### src/rtl/vlcfg_pkg.sv
package vlcfg_pkg;

    typedef enum logic [0:0] {
        DIV_IDLE = 1'b0,
        DIV_RUN  = 1'b1
    } div_state_e;

endpackage

### src/rtl/vlcfg_popcount.sv
module vlcfg_popcount #(
    parameter int N     = 8,
    parameter int W_CNT = $clog2(N + 1)
) (
    input  logic [N-1:0]     vec_i,
    output logic [W_CNT-1:0] cnt_o
);

    logic [W_CNT-1:0] part [N+1];

    assign part[0] = '0;

    for (genvar gi = 0; gi < N; gi++) begin : g_sum
        assign part[gi+1] = part[gi] + W_CNT'(vec_i[gi]);
    end

    assign cnt_o = part[N];

endmodule

### src/rtl/vlcfg_clamp.sv
module vlcfg_clamp #(
    parameter int W_IN  = 16,
    parameter int W_LIM = 6
) (
    input  logic [W_IN-1:0]  val_i,
    input  logic [W_LIM-1:0] lim_i,
    output logic [W_LIM-1:0] out_o
);

    localparam int W_MAX = (W_IN > W_LIM) ? W_IN : W_LIM;

    logic [W_MAX-1:0] val_w;
    logic [W_MAX-1:0] lim_w;

    assign val_w = W_MAX'(val_i);
    assign lim_w = W_MAX'(lim_i);
    assign out_o = (val_w > lim_w) ? lim_i : W_LIM'(val_w);

endmodule

### src/rtl/vlcfg_divider.sv
module vlcfg_divider
    import vlcfg_pkg::*;
#(
    parameter int W_NUM = 9,
    parameter int W_DEN = 7
) (
    input  logic             clk,
    input  logic             rst_n,
    input  logic             start_i,
    input  logic [W_NUM-1:0] num_i,
    input  logic [W_DEN-1:0] den_i,
    output logic             busy_o,
    output logic             done_o,
    output logic [W_NUM-1:0] quot_o
);

    localparam int W_CNT = $clog2(W_NUM + 1);

    typedef struct packed {
        div_state_e       st;
        logic [W_CNT-1:0] cnt;
        logic [W_DEN:0]   rem;
        logic [W_NUM-1:0] quo;
        logic [W_DEN-1:0] den;
    } div_s;

    div_s q, d;

    logic [W_DEN:0]   rem_sh;
    logic [W_DEN:0]   rem_step;
    logic             qbit;
    logic [W_NUM-1:0] quo_step;

    always_comb begin
        rem_sh   = {q.rem[W_DEN-1:0], q.quo[W_NUM-1]};
        qbit     = (rem_sh >= {1'b0, q.den});
        rem_step = qbit ? (rem_sh - {1'b0, q.den}) : rem_sh;
        quo_step = {q.quo[W_NUM-2:0], qbit};

        d      = q;
        done_o = 1'b0;
        case (q.st)
            DIV_IDLE: begin
                if (start_i) begin
                    d.st  = DIV_RUN;
                    d.cnt = W_CNT'(W_NUM);
                    d.rem = '0;
                    d.quo = num_i;
                    d.den = den_i;
                end
            end
            default: begin
                d.rem = rem_step;
                d.quo = quo_step;
                d.cnt = q.cnt - W_CNT'(1);
                if (q.cnt == W_CNT'(1)) begin
                    d.st   = DIV_IDLE;
                    done_o = 1'b1;
                end
            end
        endcase
    end

    always_ff @(posedge clk or negedge rst_n) begin
        if (!rst_n) begin
            q <= '{st: DIV_IDLE, cnt: '0, rem: '0, quo: '0, den: '0};
        end else begin
            q <= d;
        end
    end

    assign busy_o = (q.st == DIV_RUN);
    assign quot_o = quo_step;

endmodule

### src/rtl/vlcfg_unit.sv
module vlcfg_unit #(
    parameter int NBANK    = 8,
    parameter int W_USE    = 6,
    parameter int W_RPB    = 9,
    parameter int W_REQ    = 16,
    parameter int MAX_ELEM = 32,
    parameter int RST_RPB  = 256,
    parameter int RST_USE  = 32
) (
    input  logic                            clk,
    input  logic                            rst_n,
    input  logic                            cfg_valid_i,
    input  logic [W_USE-1:0]                cfg_int_use_i,
    input  logic [W_USE-1:0]                cfg_fp_use_i,
    input  logic [W_RPB-1:0]                cfg_regs_per_bank_i,
    input  logic [NBANK-1:0]                cfg_bank_mask_i,
    input  logic                            setvl_valid_i,
    input  logic [W_REQ-1:0]                setvl_len_i,
    output logic                            busy_o,
    output logic [$clog2(MAX_ELEM+1)-1:0]   maxlen_o,
    output logic [$clog2(MAX_ELEM+1)-1:0]   vlen_o
);

    localparam int W_LEN  = $clog2(MAX_ELEM + 1);
    localparam int W_SUM  = W_USE + 1;
    localparam int W_BCNT = $clog2(NBANK + 1);
    localparam int W_PROD = W_RPB + W_BCNT;
    localparam int RST_S  = 2 * RST_USE;
    localparam int RST_Q  = (RST_S < 2) ? RST_RPB : RST_RPB / (RST_S - 1);
    localparam int RST_P  = RST_Q * NBANK;
    localparam int RST_MX = (RST_P > MAX_ELEM) ? MAX_ELEM : RST_P;

    typedef struct packed {
        logic [NBANK-1:0] mask;
        logic [W_LEN-1:0] maxlen;
        logic [W_LEN-1:0] vlen;
    } st_s;

    st_s q, d;

    logic              div_busy;
    logic              div_done;
    logic [W_RPB-1:0]  div_quot;
    logic [W_SUM-1:0]  use_sum;
    logic [W_SUM-1:0]  den;
    logic              cfg_take;
    logic              setvl_take;
    logic [W_BCNT-1:0] bank_cnt;
    logic [W_PROD-1:0] prod;
    logic [W_LEN-1:0]  max_capped;
    logic [W_LEN-1:0]  vl_clamped;

    assign use_sum    = W_SUM'(cfg_int_use_i) + W_SUM'(cfg_fp_use_i);
    assign den        = (use_sum < W_SUM'(2)) ? W_SUM'(1) : (use_sum - W_SUM'(1));
    assign cfg_take   = cfg_valid_i & ~div_busy;
    assign setvl_take = setvl_valid_i & ~div_busy;
    assign prod       = W_PROD'(div_quot) * W_PROD'(bank_cnt);

    vlcfg_divider #(
        .W_NUM (W_RPB),
        .W_DEN (W_SUM)
    ) u_div (
        .clk     (clk),
        .rst_n   (rst_n),
        .start_i (cfg_take),
        .num_i   (cfg_regs_per_bank_i),
        .den_i   (den),
        .busy_o  (div_busy),
        .done_o  (div_done),
        .quot_o  (div_quot)
    );

    vlcfg_popcount #(
        .N     (NBANK),
        .W_CNT (W_BCNT)
    ) u_pop (
        .vec_i (q.mask),
        .cnt_o (bank_cnt)
    );

    vlcfg_clamp #(
        .W_IN  (W_PROD),
        .W_LIM (W_LEN)
    ) u_cap (
        .val_i (prod),
        .lim_i (W_LEN'(MAX_ELEM)),
        .out_o (max_capped)
    );

    vlcfg_clamp #(
        .W_IN  (W_REQ),
        .W_LIM (W_LEN)
    ) u_vl (
        .val_i (setvl_len_i),
        .lim_i (q.maxlen),
        .out_o (vl_clamped)
    );

    always_comb begin
        d = q;
        if (cfg_take) begin
            d.mask = cfg_bank_mask_i;
        end
        if (div_done) begin
            d.maxlen = max_capped;
        end
        if (setvl_take) begin
            d.vlen = vl_clamped;
        end
    end

    always_ff @(posedge clk or negedge rst_n) begin
        if (!rst_n) begin
            q <= '{mask: '1, maxlen: W_LEN'(RST_MX), vlen: '0};
        end else begin
            q <= d;
        end
    end

    assign busy_o   = div_busy;
    assign maxlen_o = q.maxlen;
    assign vlen_o   = q.vlen;

endmodule

### config.mk
export PLATFORM = sky130hd
export DESIGN_NAME = vlcfg_unit
export DESIGN_NICKNAME = d
export VERILOG_FILES = /design/src/rtl/vlcfg_pkg.sv /design/src/rtl/vlcfg_popcount.sv /design/src/rtl/vlcfg_clamp.sv /design/src/rtl/vlcfg_divider.sv /design/src/rtl/vlcfg_unit.sv
export SDC_FILE = /design/constraint.sdc
export NUM_CORES = 1
export LEC_CHECK = 0
export BUFFER_PORTS_ARGS = -buffer_cell sky130_fd_sc_hd__buf_2
export CORE_ASPECT_RATIO = 1.25
export CORE_MARGIN = 3
export CORE_UTILIZATION = 45
export DETAILED_ROUTE_END_ITERATION = 10
export PLACE_DENSITY = 0.76
export SYNTH_ARGS = -nofsm -noshare
export SYNTH_HDL_FRONTEND = slang
export SYNTH_HIERARCHICAL = 1
export SYNTH_SLANG_ARGS = --single-unit
### constraint.sdc
create_clock -name clk -period 6.1 [get_ports clk]
set_input_delay 0.305 -clock clk [delete_from_list [all_inputs] [get_ports clk]]
set_output_delay 0.305 -clock clk [all_outputs]
set_load 0.02 [all_outputs]
==> results.cfg <==
[detailed_routing]
drt_wl_total_mm = 10.6
viasPerCell = 5.31
dr.first_iter.drc_count = 169
drc_errors = 0
vias = 3873
avgRoutedWirePerCell_um = 14.5
ant_nets = 0
dr.pass1.iters = 5

[final_layout]
drive_gt1_frac = 0.336
fill_cells = 860
final-instance-count-excl-fill = 730
design_area_um2 = 5730
syn_to_final_growth_pct = 20.7
diodes = 0
fin_nets = 717

[placement]
dp_slack_ns = -0.521
dpl.cell_count = 708
dp_hpwl_mm = 8.01
place.gp.congestion = 0.916
port_buffers = 61
place_area_um2 = 5310

[floorplanning]
rows = 41
core_um2 = 10200
io-pin-count = 62
die_area_um2 = 11800
die_x_um = 97.9
die_h_um = 121
start_util = 0.465

[clock_network]
clkLatencyLatePin_ns = 0.29
root_buffer = clkbuf_16
cts-buffers-inserted = 5
cts_sinks = 48
htreeDepth = 2
cts.reportedPaths.clkPinSlew_ns = 0.07
cts_tree = yes
cts_buffer_depth = 2

[hold_path]
hp-class = input port to async pin

[global_route]
grt_usage = 0.176
grt_pass1_wl_mm = 17.5
grt_pass1_vias = 3986
grt_antenna_before_repair = 0
grt_overflow = 0
grt_max_degree = 49

[yosys]
synth-edff-count = 0
yosysTopAreaCell = dfrtp_1
syn_avg_cell_area_um2 = 9.18
synth.cell_area_um2 = 4750
yosysSeqAreaShare = 0.255
yosysWarnings = 6
yosysTopAreaCellShare = 0.206
syn_inst = 517
synth_most_common_cell = inv_1
synth_cell_types = 63
synth_ff_type = dfrtp_1
synth_commonest_cells = inv_1 (69), ha_1 (48), dfrtp_1 (39), nand2_1 (34), mux2_2 (30)
async_reset_ff_frac = 1.00
ys_top_cells_by_area = dfrtp_1 (21%), ha_1 (13%), fa_1 (8.4%)
ys_seq_elements = 48

[critical_path]
critPathCaptureType = register
cp_max_fo = 6
reg2reg_depth = 25
cp.arrival_ns = 6.65
crit_start = q[15]$_DFFE_PN1P_
path_class = register to register
critPathCapture = maxlen_o[5]$_DFFE_PN1P_
r2r_setup_slack_ns = -0.32
r2r-start = q[15]$_DFFE_PN1P_
required_ns = 6.33
start_kind = register
r2r_end = maxlen_o[5]$_DFFE_PN1P_

[timing]
max-slew-margin-rel = 0.290
skew_ns = 0.00910
fmax_ghz = 0.156
hold_viol = 0
worst_pin_slew_ns = 1.06
maxSlewViolCount = 0
setup_violations = 6
layout_setup_ws_ns = -0.318
period_share = 1.05
min_period_ns = 6.42
rsz0062_at_grt = yes

[run]
maxCapViolCount = 0

[outcome]
status = complete, but fails checks
violations = setup timing
## stage by stage
| stage | TNS, ns | hold WS [ns] | utilization |
|---|---|---|---|
| after floorplan | -0.0901 | 0.00941 | - |
| after global placement | -1.38 | 0.485 | 0.520 |
| after detailed placement | -2.38 | 0.498 | 0.520 |
| after CTS | -1.78 | 0.240 | 0.552 |
| after global routing | -2.88 | 0.248 | 0.561 |
| final | -1.75 | 0.197 | 0.561 |
## how the worst min path moves through the flow
stage,startpoint,to,depth (start not counted)
after CTS,rst_n,vlen_o[4]$_DFFE_PN0P_,1
after floorplan,rst_n,maxlen_o[0]$_DFFE_PN0P_,0
final,rst_n,vlen_o[4]$_DFFE_PN0P_,1
after global placement,vlen_o[3]$_DFFE_PN0P_,vlen_o[3]$_DFFE_PN0P_,1
after detailed placement,vlen_o[3]$_DFFE_PN0P_,vlen_o[3]$_DFFE_PN0P_,1
after global routing,cfg_bank_mask_i[2],q[14]$_DFFE_PN1P_,2
## kinds of logic (layout without fill, tap and decap cells)
logic type,Yosys count,after routing,synth area share
fa+ha+maj,68,68,0.211
buf+inv,103,177,0.0981
simple gates,145,145,0.164
other cells,2,12,0.00158
mux,47,47,0.108
flops,48,48,0.255
compound gates,89,89,0.132
xor+xnor,15,15,0.0293
## layout by cell type, fill, tap and decap left out, types with 5 or more instances in the layout
master     netlist  layout
inv_1           69      60
a21o_1           5       5
inv_2            1       9
conb_1           2      12
fa_1            20      18
xnor2_1          7       5
nand3_1          7       7
dfrtp_1         39      39
and2_1          27      23
mux2_4           0       7
nor3_1           8       7
buf_2            0      61
a21oi_1         15      11
dfstp_2          9       9
nand4_1          6       6
xor2_1           7       7
ha_1            48      42
nor2b_1          9       5
nand2_1         34      33
mux2i_1         13      13
ha_4             0       5
buf_4           21      34
mux2_2          30      23
clkbuf_16        0       5
nor2_1          26      26
nand2b_1        11      11
o21ai_0         28      26
a21oi_2          1       5
## critical path: stages (launching register included)
cell,delay [ns]
dfstp_2,0.53
inv_2,0.04
fa_1,0.50
fa_1,0.54
fa_1,0.43
inv_2,0.09
ha_4,0.13
inv_2,0.03
fa_2,0.38
xnor2_4,0.20
buf_6,0.14
buf_6,0.10
and2_4,0.13
fa_1,0.49
inv_1,0.05
fa_1,0.49
inv_2,0.05
ha_4,0.20
a21o_1,0.17
a21o_1,0.19
a221o_1,0.29
a211o_1,0.26
nor3_2,0.15
o211a_4,0.22
mux2_4,0.30
mux2_4,0.25
## repair_timing
item | CTS | global route
hold buffers | 0 | 0
setup buffers | 11 | 3
setup endpoints to repair | 6 | 6
resized for setup | 22 | 19
pin swaps | 28 | 21
## cell type report
| type | count | area [µm²] | area share |
|---|---|---|---|
| Clock inverter | 2 | 13.8 | 0.00240 |
| Sequential cell | 48 | 1210 | 0.212 |
| Multi-Input combinational cell | 376 | 3330 | 0.582 |
| Clock buffer | 6 | 139 | 0.0242 |
| Tap cell | 129 | 161 | 0.0282 |
| Inverter | 70 | 265 | 0.0463 |
| Timing Repair Buffer | 99 | 606 | 0.106 |
## state kept, by name, indices dropped and copies added, names as in the netlist
name,cells
maxlen_o,6
q,8
u_div/busy_o,1
u_div/q,19
u_div/quot_o,8
vlen_o,6
## layer usage
| layer | global-route usage | wire length (µm) | vias to the layer above |
|---|---|---|---|
| met4 | 0.0554 | 246 | 0 |
| met2 | 0.348 | 5960 | 51 |
| met3 | 0.0254 | 261 | 20 |
| li1 | - | - | 1903 |
| met5 | 0 | 0 | - |
| met1 | 0.190 | 4080 | 1899 |
Power is left out: the tool's default activity adds up to more than one toggle a clock period on the data nets, which glitch-free logic cannot reach.
